--- src/rtl/lvl_irq_router.sv ---
module lvl_irq_router #(
  parameter int NUM_WORDS = 4,
  parameter int NUM_OUTS  = 2,
  parameter int ADDR_W    = 5,
  parameter logic [NUM_WORDS*32-1:0]          FWD_MASK   = '0,
  parameter logic [NUM_OUTS-1:0]              ROUTE_CFG  = '0,
  parameter logic [NUM_OUTS*NUM_WORDS*32-1:0] ROUTE_MASK = '0,
  parameter bit WAKE_EN = 1'b1
) (
  input  logic                    clk,
  input  logic                    rst,
  input  logic                    we,
  input  logic [ADDR_W-1:0]       addr,
  input  logic [31:0]             wdata,
  output logic [31:0]             rdata,
  input  logic [NUM_WORDS*32-1:0] irq_i,
  input  logic                    suspend_i,
  output logic [NUM_OUTS-1:0]     irq_o,
  output logic                    wake_o
);
  localparam int SRC   = NUM_WORDS * 32;
  localparam int IDX_W = ADDR_W - 3;

  logic [SRC-1:0] sync1, status, en, eff_en, used;
  logic [NUM_OUTS-1:0][SRC-1:0] route;
  logic [IDX_W-1:0] widx;
  logic aligned;

  assign widx    = addr[ADDR_W-1:3];
  assign aligned = (addr[1:0] == 2'b00);

  for (genvar o = 0; o < NUM_OUTS; o++) begin : g_route
    assign route[o] = ROUTE_CFG[o] ? ROUTE_MASK[o*SRC +: SRC] : {SRC{1'b1}};
  end

  always_comb begin
    used = '0;
    for (int o = 0; o < NUM_OUTS; o++) used = used | route[o];
  end

  assign eff_en = en | ((suspend_i && WAKE_EN) ? used : '0);

  always_ff @(posedge clk) begin
    if (rst) begin
      sync1  <= '0;
      status <= '0;
    end else begin
      sync1  <= irq_i;
      status <= sync1;
    end
  end

  for (genvar w = 0; w < NUM_WORDS; w++) begin : g_word
    logic hit;
    assign hit = we && aligned && !addr[2] && (widx == IDX_W'(w));
    always_ff @(posedge clk) begin
      if (rst)      en[w*32 +: 32] <= FWD_MASK[w*32 +: 32] & used[w*32 +: 32];
      else if (hit) en[w*32 +: 32] <= wdata & used[w*32 +: 32];
    end
  end

  always_comb begin
    rdata = '0;
    for (int w = 0; w < NUM_WORDS; w++)
      if (aligned && widx == IDX_W'(w))
        rdata = addr[2] ? status[w*32 +: 32] : en[w*32 +: 32];
  end

  always_ff @(posedge clk) begin
    if (rst) begin
      irq_o  <= '0;
      wake_o <= 1'b0;
    end else begin
      for (int o = 0; o < NUM_OUTS; o++) irq_o[o] <= |(status & eff_en & route[o]);
      wake_o <= suspend_i && WAKE_EN && |(status & eff_en & used);
    end
  end

  logic [1:0] since_rst;
  always_ff @(posedge clk) begin
    if (rst) since_rst <= '0;
    else if (since_rst != 2'd3) since_rst <= since_rst + 2'd1;
  end

  assert_reset_load_R1: assert property (@(posedge clk) disable iff (rst)
    $past(rst) |-> (en == (FWD_MASK & used)) && (irq_o == '0) && !wake_o);

  assert_sync_delay_R4: assert property (@(posedge clk) disable iff (rst)
    (since_rst == 2'd3) |-> status == $past(irq_i, 2));

  assert_masked_quiet_R5: assert property (@(posedge clk) disable iff (rst)
    (since_rst != 2'd0 && $past(en == '0 && !suspend_i)) |-> irq_o == '0);

  assert_wake_needs_suspend_R8: assert property (@(posedge clk) disable iff (rst)
    (since_rst != 2'd0 && !$past(suspend_i)) |-> !wake_o);

  assert_suspend_keeps_en_R9: assert property (@(posedge clk) disable iff (rst)
    (since_rst != 2'd0 && !$past(we)) |-> $stable(en));
endmodule

--- config.mk ---
export PLATFORM = sky130hd
export DESIGN_NAME = lvl_irq_router
export DESIGN_NICKNAME = d
export VERILOG_FILES = /design/src/rtl/lvl_irq_router.sv
export SDC_FILE = /design/constraint.sdc
export NUM_CORES = 1
export LEC_CHECK = 0
export ABC_AREA = 1
export BUFFER_PORTS_ARGS = -buffer_cell sky130_fd_sc_hd__clkbuf_2
export CAP_MARGIN = 20
export CORE_UTILIZATION = 45
export CTS_CLUSTER_DIAMETER = 200
export DETAILED_ROUTE_END_ITERATION = 10
export MAX_ROUTING_LAYER = met4
export PLACE_DENSITY = 0.71
export SYNTH_ARGS = -nofsm -noshare
export SYNTH_HDL_FRONTEND = slang
export SYNTH_SLANG_ARGS = --single-unit
--- constraint.sdc ---
create_clock -name clk -period 3 [get_ports clk]
set_input_delay 0.15 -clock clk [delete_from_list [all_inputs] [get_ports clk]]
set_output_delay 0.15 -clock clk [all_outputs]
set_load 0.005 [all_outputs]
==> results.py <==
metrics = {
    "timing": {
        "tightest_slew_ps": 750.2,
        "hold_viol": 0,
        "max-slew-margin-rel_pct": 49.99,
        "min_period_over_period_pct": 70.37,
        "clock.fmax_mhz": 473.7,
        "hold_slack_ps": 13.99,
        "grt_setup_unrepaired": "no",
        "fin_skew_ps": 9.705,
        "setup_violations": 0,
        "fin_crit_ps": 2111,
        "slew_viol_final": 0,
        "tns_ps": 0,
    },
    "detailed_routing": {
        "highest_layer": "met4",
        "num_vias": 14037,
        "met3_length_um": 4150,
        "first_pass_iters": 5,
        "drt-initial-drc-count": 1346,
        "wl_met1_um": 20840,
        "route.final.wire_length_um": 47740,
        "ant_nets": 0,
        "route.met2.wl_um": 20930,
        "route.detailed.drc": 0,
        "wl_per_cell_um": 16.59,
        "via_per_inst": 4.879,
    },
    "floorplanning": {
        "io_pins": 204,
        "rows": 66,
        "die_h_um": 184.6,
        "die_area_um2": 34060,
        "initial_core_util_pct": 45.86,
        "coreArea_um2": 32700,
        "fp.dieW_um": 184.6,
    },
    "final_layout": {
        "seq_area_um2": 7727,
        "finalNonFillerCells": 2877,
        "syn_to_final_growth_pct": 27.52,
        "multiInputGateArea_um2": 5426,
        "drive_above_1_share_pct": 12.65,
        "fin_nets": 2575,
        "final_area_um2": 19130,
        "final_cell_mix": "dfxtp_1 (386), nor2_1 (373), nand2_1 (357), inv_1 (354), o21ai_0 (314)",
        "fillers": 3012,
        "final_common_cell": "dfxtp_1",
    },
    "placement": {
        "dp.cells": 2657,
        "dp_hpwl_um": 32950,
        "gp_congestion": 0.9677,
        "placed_cell_area_um2": 16330,
        "io_buffers": 203,
    },
    "clock_tree": {
        "cts.repair.resized": 0,
        "cts_root_buf": "clkbuf_16",
        "clk_pin_slew_ps": 60,
        "clkSinkCount": 386,
        "postCtsHoldBufs": 148,
        "cts_tree": "yes",
        "htreeDepth": 2,
        "numCtsBuffers": 41,
        "clk_latency_ps": 520,
        "cts_setup_buffers": 0,
        "cts_max_path_buffers": 3,
    },
    "logic_synthesis": {
        "yosysTopAreaCellShare_pct": 51.52,
        "yosysWarnings": 0,
        "seq_area_frac_synth_pct": 51.52,
        "synth.largest_area_cell": "dfxtp_1",
        "synth_cell_types": 19,
        "synth.avg_cell_area_um2": 7.111,
        "syn_nets": 2278,
        "synth.area.top_cells": "dfxtp_1 (52%), o21ai_0 (10%), nor2_1 (9.3%)",
        "syn_area_um2": 15000,
        "synthCells": 2109,
        "synth_seq_cells": 386,
    },
    "setup_path": {
        "critPathLaunchType": "register",
        "worst-path-max-fanout": 2,
        "required_ps": 2850,
        "worstPathArrival_ps": 1960,
        "cp-end-kind": "primary output",
        "path_class": "register to primary output",
    },
    "global_route": {
        "antenna_found_initial": 1,
        "grt_pass1_wl_um": 72010,
        "overflow": 0,
        "grt_pass1_vias": 13074,
        "grt_use_total_pct": 28.72,
        "grt_max_degree": 129,
    },
    "pwr": {
        "power.total_w": 0.01125,
        "powerDensity_nw_per_um2": 588.4,
        "ir_drop_mv": 0.4429,
        "leakage_nw": 8.845,
    },
    "hold_path": {
        "hold_path_class": "primary input to register",
    },
    "flow_run": {
        "cap_violations": 0,
    },
    "outcome": {
        "status": "finished, final reports clean",
    },
}
-- final timing paths --
| kind | startpoint | to | slack [ps] | depth (start not counted) |
|---|---|---|---|---|
| min | wdata[6] | en[6]$_SDFFE_PP0P_ | 10 | 3 |
| max | status[57]$_SDFF_PP0_ | rdata[25] | 890 | 5 |
| max reg2reg | en[115]$_SDFFE_PP0P_ | wake_o$_SDFF_PP0_ | 1440 | 10 |
| min reg2reg | sync1[52]$_SDFF_PP0_ | status[52]$_SDFF_PP0_ | 400 | 2 |
-- worst max-delay path, cell delays in order (launching register included) --
cell	delay, ps
dfxtp_1	310
nand2_1	60
o21ai_0	110
a211oi_1	600
o21ai_1	200
clkbuf_2	160
-- area by class of cell --
class | instances | share of cell area, %
Multi-Input combinational cell | 1240 | 28.37
Antenna cell | 1 | 0.01308
Sequential cell | 386 | 40.40
Clock inverter | 15 | 0.7262
Clock buffer | 56 | 6.130
Inverter | 360 | 7.065
Tap cell | 442 | 2.892
Timing Repair Buffer | 377 | 14.40
-- cell usage after synthesis --
cell / count
dfxtp_1: 386
nor2_1: 373
nand2_1: 357
inv_1: 355
o21ai_0: 314
a21oi_1: 107
clkbuf_1: 95
o21ai_1: 38
nand4_1: 22
buf_2: 21
a211oi_1: 20
buf_1: 5
inv_2: 5
nor3_4: 4
nand2_2: 3
buf_4: 1
clkbuf_2: 1
nor2_4: 1
or2_1: 1
-- cell families (layout without fill, tap and decap cells) --
| logic type | count (synthesis) | after routing | share of synthesized area [%] |
|---|---|---|---|
| buffers and inverters | 483 | 808 | 12.30 |
| other | 0 | 1 | 0 |
| AND/OR/NAND/NOR | 761 | 761 | 19.86 |
| AO/OA/AOI/OAI | 479 | 479 | 16.32 |
| flip-flops | 386 | 386 | 51.52 |
-- metrics by stage --
step           utilization [%]  worst slack [ps]
6_report                 58.49             888.8
5_1_grt                  58.49             860.5
4_1_cts                  58.48             938.2
3_5_place_dp             49.94             709.1
3_3_place_gp             49.94             690.1
2_1_floorplan                -              1599
-- routing by layer --
metal | GRT usage [%] | up-vias
li1 | - | 7047
met1 | 38.32 | 6286
met2 | 43.58 | 606
met3 | 4.307 | 98
met4 | 11.37 | 0
met5 | - | -
-- report_power, final --
group	switching, W	internal (W)
Sequential	0.0000878	0.00531
Clock	0.00201	0.00290
Combinational	0.000559	0.000380
-- sequential cells by signal, summed over array words and instances (netlist names) --
| signal | cells |
|---|---|
| en | 128 |
| status | 128 |
| sync1 | 128 |
| irq_o | 1 |
| wake_o | 1 |
Note: power is estimated with default switching activity, not from simulation.
